**src/rtl/pwm_avg_pkg.sv**
```systemverilog
package pwm_avg_pkg;
  // width that holds values 0..n inclusive
  function automatic int span_width(input int n);
    return (n < 2) ? 1 : $clog2(n + 1);
  endfunction
  // width of an index running 0..n-1
  function automatic int index_width(input int n);
    return (n < 3) ? 1 : $clog2(n);
  endfunction
endpackage

```
**src/rtl/pwm_sync.sv**
```systemverilog
module pwm_sync #(
  parameter int STAGES = 2
) (
  input  logic clk,
  input  logic rst_n,
  input  logic d_async,
  output logic d_sync
);
  logic [STAGES-1:0] chain_q;

  generate
    for (genvar g = 0; g < STAGES; g++) begin : g_stage
      if (g == 0) begin : g_first
        always_ff @(posedge clk or negedge rst_n) begin
          if (!rst_n) chain_q[0] <= 1'b0;
          else        chain_q[0] <= d_async;
        end
      end else begin : g_next
        always_ff @(posedge clk or negedge rst_n) begin
          if (!rst_n) chain_q[g] <= 1'b0;
          else        chain_q[g] <= chain_q[g-1];
        end
      end
    end
  endgenerate

  assign d_sync = chain_q[STAGES-1];
endmodule

```
**src/rtl/step_timer.sv**
```systemverilog
module step_timer
  import pwm_avg_pkg::*;
#(
  parameter int STEP_CYCLES = 10
) (
  input  logic clk,
  input  logic rst_n,
  output logic last_cycle
);
  localparam int IW = index_width(STEP_CYCLES);
  localparam logic [IW-1:0] LAST = IW'(STEP_CYCLES - 1);

  logic [IW-1:0] phase_q;

  always_ff @(posedge clk or negedge rst_n) begin
    if (!rst_n)              phase_q <= '0;
    else if (phase_q == LAST) phase_q <= '0;
    else                     phase_q <= phase_q + 1'b1;
  end

  assign last_cycle = rst_n && (phase_q == LAST);
endmodule

```
**src/rtl/high_counter.sv**
```systemverilog
module high_counter
  import pwm_avg_pkg::*;
#(
  parameter int STEP_CYCLES = 10,
  localparam int CW = span_width(STEP_CYCLES)
) (
  input  logic          clk,
  input  logic          rst_n,
  input  logic          sample,
  input  logic          close_step,
  output logic [CW-1:0] step_total
);
  logic [CW-1:0] acc_q;

  // the current sample is folded in before any clear
  assign step_total = acc_q + CW'(sample);

  always_ff @(posedge clk or negedge rst_n) begin
    if (!rst_n)          acc_q <= '0;
    else if (close_step) acc_q <= '0;
    else                 acc_q <= step_total;
  end
endmodule

```
**src/rtl/duty_scale.sv**
```systemverilog
module duty_scale
  import pwm_avg_pkg::*;
#(
  parameter int STEP_CYCLES = 10,
  parameter int DUTY_W      = 32,
  parameter int FRAC_W      = 22,
  localparam int CW = span_width(STEP_CYCLES)
) (
  input  logic              clk,
  input  logic              rst_n,
  input  logic [CW-1:0]     count,
  input  logic              load,
  output logic [DUTY_W-1:0] duty,
  output logic              duty_valid
);
  localparam int PW = CW + FRAC_W + 1;
  localparam logic [PW-1:0] DIVISOR = PW'(STEP_CYCLES);
  localparam logic [PW-1:0] HALF    = PW'(STEP_CYCLES / 2);

  logic [PW-1:0] scaled;
  logic [PW-1:0] quotient;

  // count / STEP_CYCLES in Q.FRAC_W, rounded to nearest
  assign scaled   = (PW'(count) << FRAC_W) + HALF;
  assign quotient = scaled / DIVISOR;

  always_ff @(posedge clk or negedge rst_n) begin
    if (!rst_n) begin
      duty       <= '0;
      duty_valid <= 1'b0;
    end else begin
      duty_valid <= load;
      if (load) duty <= DUTY_W'(quotient);
    end
  end
endmodule

```
**src/rtl/pwm_duty_avg.sv**
```systemverilog
module pwm_duty_avg
  import pwm_avg_pkg::*;
#(
  parameter int STEP_CYCLES = 10,
  parameter int SYNC_STAGES = 2,
  parameter int DUTY_W      = 32,
  parameter int FRAC_W      = 22
) (
  input  logic              clk,
  input  logic              rst_n,
  input  logic              pwm_in,
  output logic              step_end,
  output logic [DUTY_W-1:0] duty,
  output logic              duty_valid
);
  localparam int CW = span_width(STEP_CYCLES);

  logic          pwm_s;
  logic [CW-1:0] total;

  pwm_sync #(.STAGES(SYNC_STAGES)) u_sync (
    .clk(clk), .rst_n(rst_n), .d_async(pwm_in), .d_sync(pwm_s)
  );

  step_timer #(.STEP_CYCLES(STEP_CYCLES)) u_timer (
    .clk(clk), .rst_n(rst_n), .last_cycle(step_end)
  );

  high_counter #(.STEP_CYCLES(STEP_CYCLES)) u_count (
    .clk(clk), .rst_n(rst_n), .sample(pwm_s),
    .close_step(step_end), .step_total(total)
  );

  duty_scale #(
    .STEP_CYCLES(STEP_CYCLES), .DUTY_W(DUTY_W), .FRAC_W(FRAC_W)
  ) u_scale (
    .clk(clk), .rst_n(rst_n), .count(total), .load(step_end),
    .duty(duty), .duty_valid(duty_valid)
  );
endmodule

```
**config.mk**
```make
export PLATFORM = sky130hd
export DESIGN_NAME = pwm_duty_avg
export DESIGN_NICKNAME = d
export VERILOG_FILES = /design/src/rtl/pwm_avg_pkg.sv /design/src/rtl/pwm_sync.sv /design/src/rtl/step_timer.sv /design/src/rtl/high_counter.sv /design/src/rtl/duty_scale.sv /design/src/rtl/pwm_duty_avg.sv
export SDC_FILE = /design/constraint.sdc
export NUM_CORES = 1
export LEC_CHECK = 0
export ABC_AREA = 1
export BUFFER_PORTS_ARGS = -buffer_cell sky130_fd_sc_hd__clkbuf_2
export CAP_MARGIN = 20
export CORE_MARGIN = 5
export CORE_UTILIZATION = 60
export CTS_BUF_LIST = sky130_fd_sc_hd__clkbuf_8
export DETAILED_ROUTE_END_ITERATION = 7
export PLACE_DENSITY = 0.8
export RECOVER_POWER = 25
export SKIP_CTS_REPAIR_TIMING = 1
export SLEW_MARGIN = 20
export SYNTH_ARGS = -nofsm -noshare
export SYNTH_HDL_FRONTEND = slang
export SYNTH_HIERARCHICAL = 1
export SYNTH_SLANG_ARGS = --single-unit
```
**constraint.sdc**
```tcl
create_clock -name clk -period 24.7 [get_ports clk]
set_input_delay 2.47 -clock clk [delete_from_list [all_inputs] [get_ports clk]]
set_output_delay 2.47 -clock clk [all_outputs]
set_load 0.005 [all_outputs]
```
# Yosys cells after proc, flatten, opt, wreduce, memory -nomap -nowiden
# Cells that the tools add are included.
[word_totals] reg_bits=38 input_bits=3 output_inout_bits=34 elab_cells=14
[classes] addsub=3 n_div=1 n_eq_ne=1 n_mux=2 n_reduce_logical=1
[op_table] op="adder 26 x 3 -> 27 bit (second input constant)" n=1
[op_table] op="divider 27 x 4 -> 27 bit (second input constant)" n=1
[op_table] op="two-way mux 4 bit" n=2
[op_table] op="adder 4 x 1 -> 4 bit" n=1
[op_table] op="adder 4 x 1 -> 4 bit (second input constant)" n=1
[op_table] op="== test 4 bit (second input constant)" n=1
[op_table] op="logical AND 1 bit" n=1

# Longest topological paths before layout
[logic_depth] ltp_word=3 mapped_depth=88 depth_no_buf=88

# Modules after synthesis
# Netlist, hierarchy kept.
[modules_own_cells] module="duty_scale" n_inst=1 cells_each=596 area_per_inst_um2=3983.8 seq_area_each_um2=600.6
[modules_own_cells] module="high_counter" n_inst=1 cells_each=22 area_per_inst_um2=196.4 seq_area_each_um2=100.1
[modules_own_cells] module="step_timer" n_inst=1 cells_each=22 area_per_inst_um2=178.9 seq_area_each_um2=100.1
[modules_own_cells] module="pwm_sync" n_inst=1 cells_each=2 area_per_inst_um2=50.0 seq_area_each_um2=50.0

# Worst setup path after synthesis
# OpenSTA, ideal clock, no wires.
[synth_path] path_kind="register to register" start="register u_sync.chain_q[1], in the netlist u_sync/d_sync" end="register u_scale.duty[0]" setup_ns=0.117 arrival_time_ns=11.631 required_time_ns=24.583 path_slack_ns=12.952 path_stages_with_launch=80 path_buffers=0 cell_sequence="dfrtp_1 > ha_1 > ha_1 > inv_1 > or2_1 > nand2_1 > nand3_1 > nand2_1 > inv_1 > ha_1 > inv_1 > nand2_2 > nand2_4 > nand2_4 > nand2_1 > nand2_2 > ha_1 > o22ai_2 > [... 44 more ...] > nand2_4 > ha_1 > inv_1 > o21ai_2 > nand2_4 > ha_1 > inv_1 > nand3_2 > nand2_4 > nor2_8 > ha_1 > inv_1 > nor2_1 > nand4_1 > a21oi_1 > nand3_1 > nor2_1 > nor2_1"
[synth_via] elab_chain_cells=3
[synth_lines] element="start, declared" line="pwm_sync.sv:9" rtl="logic [STAGES-1:0] chain_q;"
[synth_lines] element="start signal, assigned by index" line="pwm_sync.sv:21" rtl="else chain_q[g] <= chain_q[g-1];"
[synth_lines] element="adder 4 x 1 -> 4 bit" line="high_counter.sv:16" rtl="assign step_total = acc_q + CW'(sample);"
[synth_lines] element="via total[2]" line="pwm_duty_avg.sv:19" rtl="logic [CW-1:0] total;"
[synth_lines] element="adder 26 x 3 -> 27 bit" line="duty_scale.sv:24" rtl="assign scaled = (PW'(count) << FRAC_W) + HALF;"
[synth_lines] element="divider 27 x 4 -> 27 bit" line="duty_scale.sv:25" rtl="assign quotient = scaled / DIVISOR;"
[synth_lines] element="end signal, assigned" line="duty_scale.sv:33" rtl="if (load) duty <= DUTY_W'(quotient);"
[synth_lines] element="end, declared" line="duty_scale.sv:13" rtl="output logic [DUTY_W-1:0] duty,"
# The timed path passes the listed nets, and every way through them passes these cells.
# A chain may end at the register's enable or synchronous reset.

# Final worst setup path
# Same ends and word-level chain as after synthesis.

==> impl_metrics.toml <==
[grt]
grt_pass1_vias = 4053
grt_use_total_pct = 23.1
grt_pass1_wl_um = 17500
grt_max_degree = 36
antenna_found_initial = 0
grt-ovfl-total = 0

[worst_setup_path]
path_class = "reg -> reg"
worstPathRequired_ns = 24.88
cp_num_buf_inv = 9
rr_worst_depth = 81
path_max_fanout = 9
max_stage_delay_ns = 0.37
startpoint_type = "flop"
cp-end-kind = "flop"
cp.depth = 81
crit_top_cell = "ha_1"
crit_slowest_cell = "ha_1"
critPathTopFamily = "simple AND/OR/NAND/NOR gates"
worstPathArrival_ns = 13.36

[route]
via_per_inst = 5.51
wl_per_cell_um = 13.0
drt-pass1-iter-count = 5
final_antenna_net_count = 0
drt_iter0_drc = 238
routed_wl_um = 10000
drt_drc_violations_left = 0
vias = 4257

[yosys]
synth.cell_area_um2 = 4410
yosysTopAreaCellShare_pct = 19.3
ys_ff_latch = 34
ys_top_cells_by_area = "dfrtp_1 (19%), nand2_1 (14%), nand2_4 (7.9%)"
syn_inst = 642
seq_area_frac_synth_pct = 19.3
synth_area_per_cell_um2 = 6.87
yosysTopAreaCell = "dfrtp_1"
yosys_warnings = 6
synth_cell_types = 46

[timing]
max-slew-margin-rel_pct = -24.1
setup_tns_ns = 0
fmax_mhz = 75.9
finalHoldViolations = 0
setup_viol = 0
period_minus_slack_ns = 13.18
slew_viol_final = 36
post-route-period-util_pct = 53.4
worst_slew_pin_slew_ns = 1.86
rsz0062_at_grt = "no"
skew_ns = 0.00301

[cells_and_area]
multi_input_area_um2 = 3190
final_cell_mix = "nand2_1 (161), nand3_1 (68), inv_1 (65), nor2_1 (49), nand2_2 (37)"
drive_gt1_share_pct = 25.7
fin_nets = 696
area_growth_pct = 7.09
final_common_cell = "nand2_1"
seqCellArea_um2 = 851
nFillCells = 650
num_antenna_cells = 0

[die]
pin_count = 37
rows = 31
die-area_um2 = 9160
die_w_um = 95.7
start_util_pct = 61.1
die_y_um = 95.7
core_um2 = 7210

[min_path]
hold_class = "reg -> reg"
whs_path_depth = 0

[clock_tree]
cts_buffer_depth = 2
cts_sinks = 34
clk_latency_ns = 0.29
clkTransAtPathRegs_ns = 0.07
cts_tree = "built"
numCtsBuffers = 5
cts-root-buf = "clkbuf_8"
htreeDepth = 2

[flow_run]
cap_violations = 1

[placement]
numPortBuffers = 27
gp_congestion = 0.857
place_hpwl_um = 8150

[run_status]
status = "finished with violations"
violations = "capacitance limit, slew limit"
==> flip-flops by register name (all words and copies together) (netlist names) <==
register and count:
u_count/acc_q 4, u_scale/duty 23, u_scale/duty_valid 1, u_sync/chain_q 1, u_sync/d_sync 1, u_timer/phase_q 4
==> path summary, 6_finish.rpt <==
path / endpoint / slack, ns / start
worst max-delay path: u_scale/duty[0]$_DFFE_PN0P_ / 11.52 / u_sync/d_sync$_DFF_PN0_
worst min-delay path: u_sync/d_sync$_DFF_PN0_ / 0.37 / u_sync/chain_q[0]$_DFF_PN0_
worst max register to register: u_scale/duty[0]$_DFFE_PN0P_ / 11.52 / u_sync/d_sync$_DFF_PN0_
worst min register to register: u_sync/d_sync$_DFF_PN0_ / 0.37 / u_sync/chain_q[0]$_DFF_PN0_
max in group asynchronous: u_count/acc_q[2]$_DFF_PN0_ / 20.95 / rst_n
min in group asynchronous: u_count/acc_q[3]$_DFF_PN0_ / 2.69 / rst_n
==> layer usage <==
layer  up-vias  track usage, %  wire length, um
met5         -               0                0
met1      1957            29.6             4490
met4         0            5.81               99
met2       136            40.6             4930
met3        14            3.52              521
li1       2150               -                -
==> cells by family after synthesis <==
logic type               share of synthesized area, %
other                                          0.0850
AND/OR/NAND/NOR                                  55.2
flip-flops                                       19.3
adder cells (fa/ha/maj)                          5.96
buffers and inverters                            9.05
XOR/XNOR                                        0.596
AO/OA/AOI/OAI                                    9.85
==> area by class of cell <==
class                      count  share of cell area, %
inverter                      83                   6.70
clock buffer                   6                   1.75
tap                           99                   2.62
multi-input combinational    520                   67.6
sequential                    34                   18.0
timing repair buffer          28                   2.99
clock inverter                 2                  0.265
==> metrics by stage <==
stage	std cells	hold WS (ns)	instance area [um2]	setup WS [ns]	utilization [%]
after floorplan	650	0.331	4440	12.95	-
after global placement	764	0.365	4630	12.25	64.2
after detailed placement	764	0.340	4630	11.64	64.2
after CTS	772	0.377	4720	11.62	65.5
after global routing	772	0.381	4720	10.41	65.5
final	772	0.374	4720	11.52	65.5
==> Yosys cell counts, drive strengths merged <==
master   instances
o2111ai          1
a31oi            2
nand2          229
nor4             6
a2111oi          1
xor2             2
o21bai           2
o211ai           2
o221ai           1
or2              2
nor2            66
buf              9
clkbuf           4
o22ai            1
nand3b           6
conb             1
dfrtp           34
nand3           89
inv             81
clkinv           2
ha              21
nor3b            3
nor3             7
nand4           13
a211oi           1
xnor2            1
o21ai           34
a21oi           21
Power is not shown: default switching activity piles up to over one toggle a cycle in this logic, so the estimate is an artifact.
